File: config.mk
export PLATFORM = sky130hd
export DESIGN_NAME = pbus_master
export DESIGN_NICKNAME = d
export VERILOG_FILES = /design/src/rtl/pbus_pkg.sv /design/src/rtl/pbus_fsm.sv /design/src/rtl/pbus_decode.sv /design/src/rtl/pbus_capture.sv /design/src/rtl/pbus_master.sv
export SDC_FILE = /design/constraint.sdc
export NUM_CORES = 1
export LEC_CHECK = 0
export BUFFER_PORTS_ARGS = -buffer_cell sky130_fd_sc_hd__buf_2
export CAP_MARGIN = 20
export CELL_PAD_IN_SITES_DETAIL_PLACEMENT = 1
export CELL_PAD_IN_SITES_GLOBAL_PLACEMENT = 1
export CORE_MARGIN = 3
export CORE_UTILIZATION = 32
export CTS_CLUSTER_SIZE = 12
export DETAILED_ROUTE_END_ITERATION = 8
export PLACE_DENSITY_LB_ADDON = 0.1
export SETUP_SLACK_MARGIN = 0.05
export SYNTH_ARGS = -nofsm -noshare
export SYNTH_HDL_FRONTEND = slang
export SYNTH_SLANG_ARGS = --single-unit
File: constraint.sdc
create_clock -name clk -period 1.35 [get_ports clk]
set_input_delay 0.0675 -clock clk [delete_from_list [all_inputs] [get_ports clk]]
set_output_delay 0.0675 -clock clk [all_outputs]
set_load 0.02 [all_outputs]
File: src/rtl/pbus_pkg.sv
package pbus_pkg;
  typedef enum logic [1:0] {
    PH_IDLE   = 2'd0,
    PH_SETUP  = 2'd1,
    PH_ACCESS = 2'd2
  } phase_t;
endpackage

File: src/rtl/pbus_fsm.sv
module pbus_fsm
  import pbus_pkg::*;
(
  input  logic   clk,
  input  logic   rst_n,
  input  logic   cmd_req,
  output phase_t phase,
  output logic   take_cmd
);
  phase_t phase_nxt;

  assign take_cmd = cmd_req && (phase == PH_IDLE || phase == PH_ACCESS);

  always_comb begin
    phase_nxt = phase;
    case (phase)
      PH_IDLE:   if (cmd_req) phase_nxt = PH_SETUP;
      PH_SETUP:  phase_nxt = PH_ACCESS;
      PH_ACCESS: phase_nxt = cmd_req ? PH_SETUP : PH_IDLE;
      default:   phase_nxt = PH_IDLE;
    endcase
  end

  always_ff @(posedge clk or negedge rst_n) begin
    if (!rst_n) phase <= PH_IDLE;
    else        phase <= phase_nxt;
  end

  // a setup cycle is always followed by an access cycle
  assert_setup_then_access_R1: assert property (@(posedge clk) disable iff (!rst_n)
    phase == PH_SETUP |=> phase == PH_ACCESS);
  // a request during access leads straight to setup
  assert_back_to_back_R9: assert property (@(posedge clk) disable iff (!rst_n)
    (phase == PH_ACCESS && cmd_req) |=> phase == PH_SETUP);
endmodule

File: src/rtl/pbus_decode.sv
module pbus_decode #(
  parameter int NUM_SLV = 4,
  localparam int SEL_W = $clog2(NUM_SLV)
) (
  input  logic [SEL_W-1:0]   slot,
  input  logic               active,
  output logic [NUM_SLV-1:0] sel
);
  for (genvar k = 0; k < NUM_SLV; k++) begin : g_sel
    assign sel[k] = active && (slot == SEL_W'(k));
  end

  // never more than one slave selected
  always_comb assert_sel_onehot_R3: assert (!$isunknown(sel) -> $onehot0(sel));
endmodule

File: src/rtl/pbus_capture.sv
module pbus_capture #(
  parameter int DATA_W = 32
) (
  input  logic              clk,
  input  logic              rst_n,
  input  logic              in_access,
  input  logic              is_read,
  input  logic [DATA_W-1:0] bus_rdata,
  output logic [DATA_W-1:0] rsp_rdata,
  output logic              rsp_done
);
  logic cap_en;
  assign cap_en = in_access && is_read;

  always_ff @(posedge clk or negedge rst_n) begin
    if (!rst_n) begin
      rsp_rdata <= '0;
      rsp_done  <= 1'b0;
    end else begin
      rsp_done <= in_access;
      if (cap_en) rsp_rdata <= bus_rdata;
    end
  end

  // done follows an access cycle and lasts one cycle
  assert_done_after_access_R7: assert property (@(posedge clk) disable iff (!rst_n)
    rsp_done |-> $past(in_access));
  // read result only moves after a read access
  assert_rdata_hold_R6: assert property (@(posedge clk) disable iff (!rst_n)
    !$past(cap_en) |-> $stable(rsp_rdata));
endmodule

File: src/rtl/pbus_master.sv
module pbus_master
  import pbus_pkg::*;
#(
  parameter int ADDR_W  = 32,
  parameter int DATA_W  = 32,
  parameter int NUM_SLV = 4,
  parameter int SEL_LSB = 12,
  localparam int SEL_W = $clog2(NUM_SLV)
) (
  input  logic               clk,
  input  logic               rst_n,
  input  logic               cmd_req,
  input  logic [ADDR_W-1:0]  cmd_addr,
  input  logic               cmd_write,
  input  logic [DATA_W-1:0]  cmd_wdata,
  output logic               cmd_ready,
  output logic [DATA_W-1:0]  rsp_rdata,
  output logic               rsp_done,
  output logic [ADDR_W-1:0]  bus_addr,
  output logic [NUM_SLV-1:0] bus_sel,
  output logic               bus_en,
  input  logic [DATA_W-1:0]  bus_rdata,
  output logic               bus_write,
  output logic [DATA_W-1:0]  bus_wdata
);
  phase_t phase;
  logic   take_cmd;

  pbus_fsm u_fsm (
    .clk      (clk),
    .rst_n    (rst_n),
    .cmd_req  (cmd_req),
    .phase    (phase),
    .take_cmd (take_cmd)
  );

  always_ff @(posedge clk or negedge rst_n) begin
    if (!rst_n) begin
      bus_addr  <= '0;
      bus_write <= 1'b0;
      bus_wdata <= '0;
    end else if (take_cmd) begin
      bus_addr  <= cmd_addr;
      bus_write <= cmd_write;
      bus_wdata <= cmd_wdata;
    end
  end

  assign cmd_ready = (phase != PH_SETUP);
  assign bus_en    = (phase == PH_ACCESS);

  pbus_decode #(.NUM_SLV(NUM_SLV)) u_dec (
    .slot   (bus_addr[SEL_LSB +: SEL_W]),
    .active (phase != PH_IDLE),
    .sel    (bus_sel)
  );

  pbus_capture #(.DATA_W(DATA_W)) u_cap (
    .clk       (clk),
    .rst_n     (rst_n),
    .in_access (phase == PH_ACCESS),
    .is_read   (!bus_write),
    .bus_rdata (bus_rdata),
    .rsp_rdata (rsp_rdata),
    .rsp_done  (rsp_done)
  );

  // enable only after a setup cycle
  assert_en_after_setup_R2: assert property (@(posedge clk) disable iff (!rst_n)
    bus_en |-> $past(bus_sel != '0 && !bus_en));
  // a slave is selected whenever enable is high
  assert_sel_with_en_R3: assert property (@(posedge clk) disable iff (!rst_n)
    bus_en |-> bus_sel != '0);
  // transfer fields steady into the enable cycle
  assert_fields_stable_R5: assert property (@(posedge clk) disable iff (!rst_n)
    bus_en |-> ($stable(bus_addr) && $stable(bus_write) && $stable(bus_wdata) && $stable(bus_sel)));
  // no command taken during setup
  assert_ready_low_setup_R8: assert property (@(posedge clk) disable iff (!rst_n)
    (bus_sel != '0 && !bus_en) |-> !cmd_ready);
endmodule

==> flow_metrics.py <==
metrics = {
    "detailed_routing": {
        "via_per_inst": 4.48,
        "routedWlPerCell_um": 18.0,
        "postRouteAntennaNets": 0,
        "drc": 0,
        "routed_wl_um": 12500,
        "drt_iter0_drc": 57,
        "firstDrtPassIters": 4,
        "vias": 3096,
    },
    "clock_tree": {
        "cts_tree": "done",
        "htreeDepth": 3,
        "clock-root-buffer": "clkbuf_16",
        "clk_pin_slew_ns": 0.07,
        "clock-sinks": 100,
        "cts_buffers": 9,
        "clock_latency_ns": 0.35,
        "clk_path_buf_depth": 2,
    },
    "pwr": {
        "comb_power_share_pct": 32.4,
        "swShare_pct": 32.1,
        "seq_power_share_pct": 41.2,
        "power_switching_mw": 3.12,
        "p_total_mw": 9.71,
        "pwr-share-clk_pct": 26.4,
        "cellInternalPower_mw": 6.59,
        "peakVddDrop_v": 0.00101,
        "pwr_density_cell_nw_per_um2": 1440,
        "power.leakage_nw": 3.34,
    },
    "layout": {
        "multi_input_area_um2": 1390,
        "fin_cells": 691,
        "n_antenna_cell": 0,
        "seq_area_um2": 2500,
        "fin_nets": 643,
        "area_growth_pct": 72.3,
        "drive_gt1_share_pct": 62.8,
        "n_fill_cell": 1181,
    },
    "run_status": {
        "status": "finished, violations left",
        "violations": "negative setup slack",
    },
    "sta": {
        "finalMaxSlewViolations": 0,
        "rsz0062_at_grt": "yes",
        "max_freq_mhz": 713,
        "min_period_ns": 1.40,
        "setup_viol": 89,
        "worstMarginPinSlew_ns": 0.386,
        "finalHoldViolCount": 0,
        "fin_skew_ns": 0.00703,
        "period_share_pct": 104,
        "slew_headroom_pct": 74.3,
        "layout_setup_ws_ns": -0.0534,
    },
    "synthesis": {
        "yosys.area_share.simple_pct": 1.57,
        "syn_nets": 319,
        "synth_top_area_share_pct": 63.9,
        "synthAdderAreaFrac_pct": 0,
        "synth_area_leaders": "dfrtp_1 64%, mux2_2 16%, mux2_4 15%, buf_6 2.3%, mux2_1 0.58%",
        "netlist_instances": 219,
        "yosys_warnings": 0,
        "synth_cell_type_count": 14,
        "synth_top_family_by_area": "multiplexers",
        "ys_ff_latch": 100,
        "synth_area_per_cell_um2": 17.9,
        "synth_top_cell_by_area": "dfrtp_1",
        "synth_compound_area_share_pct": 0.128,
        "ys_seq_area_share_pct": 63.9,
        "muxShareOfSynthArea_pct": 31.6,
        "synth-xor-area-share_pct": 0,
        "synth_area_um2": 3920,
    },
    "placement": {
        "hpwl_um": 7200,
        "place.detailed.instances": 566,
        "gpl.final_weighted_congestion": 0.711,
        "numPortBuffers": 203,
    },
    "min_path": {
        "hold_path_class": "primary input to async pin",
    },
    "worst_setup_path": {
        "setup.worst_path.start_class": "flip-flop",
        "critPathArrivalTime_ns": 1.63,
        "crit_chain": "nor3b_4 -> buf_12 -> mux2_2",
        "crit_fanout": 32,
        "cp_num_buf_inv": 1,
        "end_kind": "flip-flop",
        "crit_path_max_incr_delay_ns": 0.45,
        "cp_slowest_cell": "dfrtp_2",
        "required_ns": 1.58,
        "worstSetupPathType": "flip-flop to flip-flop",
        "timing.critical_path.max_delay_family": "flip-flops",
    },
    "die": {
        "start_util_pct": 33.6,
        "die_area_um2": 13600,
        "core_region_area_um2": 11700,
        "rows": 39,
        "die_x_um": 117,
        "die_h_um": 117,
        "io_pins": 204,
    },
    "flow_run": {
        "drv_cap": 0,
    },
    "global_route": {
        "antenna_found_initial": 1,
        "grt_use_total_pct": 17.7,
        "grt_overflow": 0,
        "grt_pass1_wl_um": 18300,
        "grt_pass1_vias": 3497,
        "grt_max_degree": 40,
    },
}
[final timing paths]
kind / from / to / slack [ns] / cells after the start
max reg2reg: u_fsm.phase[0]$_DFFE_PN0P_ / u_cap.rsp_rdata[13]$_DFFE_PN0P_ / -0.05 / 3
min in group clk: cmd_req / bus_addr[26]$_DFFE_PN0P_ / 0.37 / 4
min reg2reg: u_cap.rsp_rdata[2]$_DFFE_PN0P_ / u_cap.rsp_rdata[2]$_DFFE_PN0P_ / 0.49 / 1
max in group asynchronous: rst_n / u_fsm.phase[0]$_DFFE_PN0P_ / 0.62 / 3
max: u_fsm.phase[0]$_DFFE_PN0P_ / u_cap.rsp_rdata[13]$_DFFE_PN0P_ / -0.05 / 3
min: rst_n / bus_wdata[14]$_DFFE_PN0P_ / 0.18 / 2
[per-layer routing]
metal | track usage, % | part of all wire [%] | vias up
met5 | 0 | 0.16 | -
met4 | 4.43 | 1.3 | 2
met3 | 6.89 | 7.4 | 15
met2 | 31.5 | 51 | 134
met1 | 19.9 | 40 | 1536
li1 | - | - | 1409
[power by group through the flow]
stage | clock [mW] | sequential [mW] | combinational (mW)
6_report | 2.57 | 4.00 | 3.15
5_1_grt | 2.79 | 4.09 | 3.36
4_1_cts | 2.66 | 3.98 | 3.05
3_5_place_dp | 0 | 4.02 | 2.74
3_3_place_gp | 0 | 4.00 | 2.69
2_1_floorplan | 0 | 4.81 | 0.851
[worst reg2reg max path, stage by stage (launching register included)]
cell and delay (ns):
dfrtp_2 0.45, nor3b_4 0.22, buf_12 0.23, mux2_2 0.40
[timing repair]
action,in CTS,in global routing
resized for setup,25,18
endpoints found under the hold margin,120,0
hold buffers,98,0
buffers inserted,4,2
cloned,2,3
endpoints found under the setup margin,99,103
pin swaps,0,1
[cells in the mapped netlist]
library cell    n
nand2b_1        1
mux2_4         39
mux2_1          2
nor2b_2         1
nor2b_1         1
nor2_1          3
inv_1           2
buf_2           2
nor3b_4         1
dfrtp_1       100
mux2_2         56
nor3_1          2
o21ai_0         1
buf_6           8
[registers in the layout (all words and copies together), names as in the netlist]
register and flops:
u_fsm.phase 2, bus_write 1, bus_addr 32, bus_wdata 32, u_cap.rsp_done 1, u_cap.rsp_rdata 32
[cells in the final DEF, fill, tap and decap left out]
master and n:
nand2b_1 1, nor3b_4 1, mux2_1 2, inv_1 2
dfrtp_1 98, mux2_2 41, buf_12 6, buf_4 5
nor2b_4 1, clkbuf_16 12, buf_16 2, clkinvlp_4 3
buf_6 10, nor2_2 2, nor2b_2 1, nor3_1 2
clkinv_2 3, nor2_1 1, bufinv_16 1, o21ai_4 1
dlygate4sd3_1 98, mux2_4 54, buf_2 199, dfrtp_2 2
[metrics by stage]
stage | area (um^2) | setup WS (ns) | utilization (%) | TNS (ns) | hold slack [ns]
floorplan | 3930 | -0.0505 | - | -1.48 | -0.228
global placement | 5150 | -0.0266 | 44.2 | -0.780 | 0.0131
detailed placement | 5150 | -0.0500 | 44.2 | -1.83 | 0.0215
CTS | 6590 | -0.0509 | 56.5 | -1.45 | 0.183
global route | 6750 | -0.146 | 57.8 | -7.00 | 0.203
finish | 6750 | -0.0534 | 57.8 | -2.35 | 0.182
[area by class of cell]
type	instances	area share, %
clock buffers	9	3.34
clock inverters	7	1.00
inverters	2	0.111
multi-input cells	107	20.5
flip-flops and latches	100	37.1
well taps	143	2.65
repair buffers	323	35.2
[logic make-up (layout without fill, tap and decap cells)]
group                  count (synthesis)  count (layout)
AOI/OAI and AO/OA                      1               1
and+or+nand+nor                        9               9
muxes                                 97              97
buffers and inverters                 12             341
DFF                                  100             100
(Power assumes the default switching activity.)
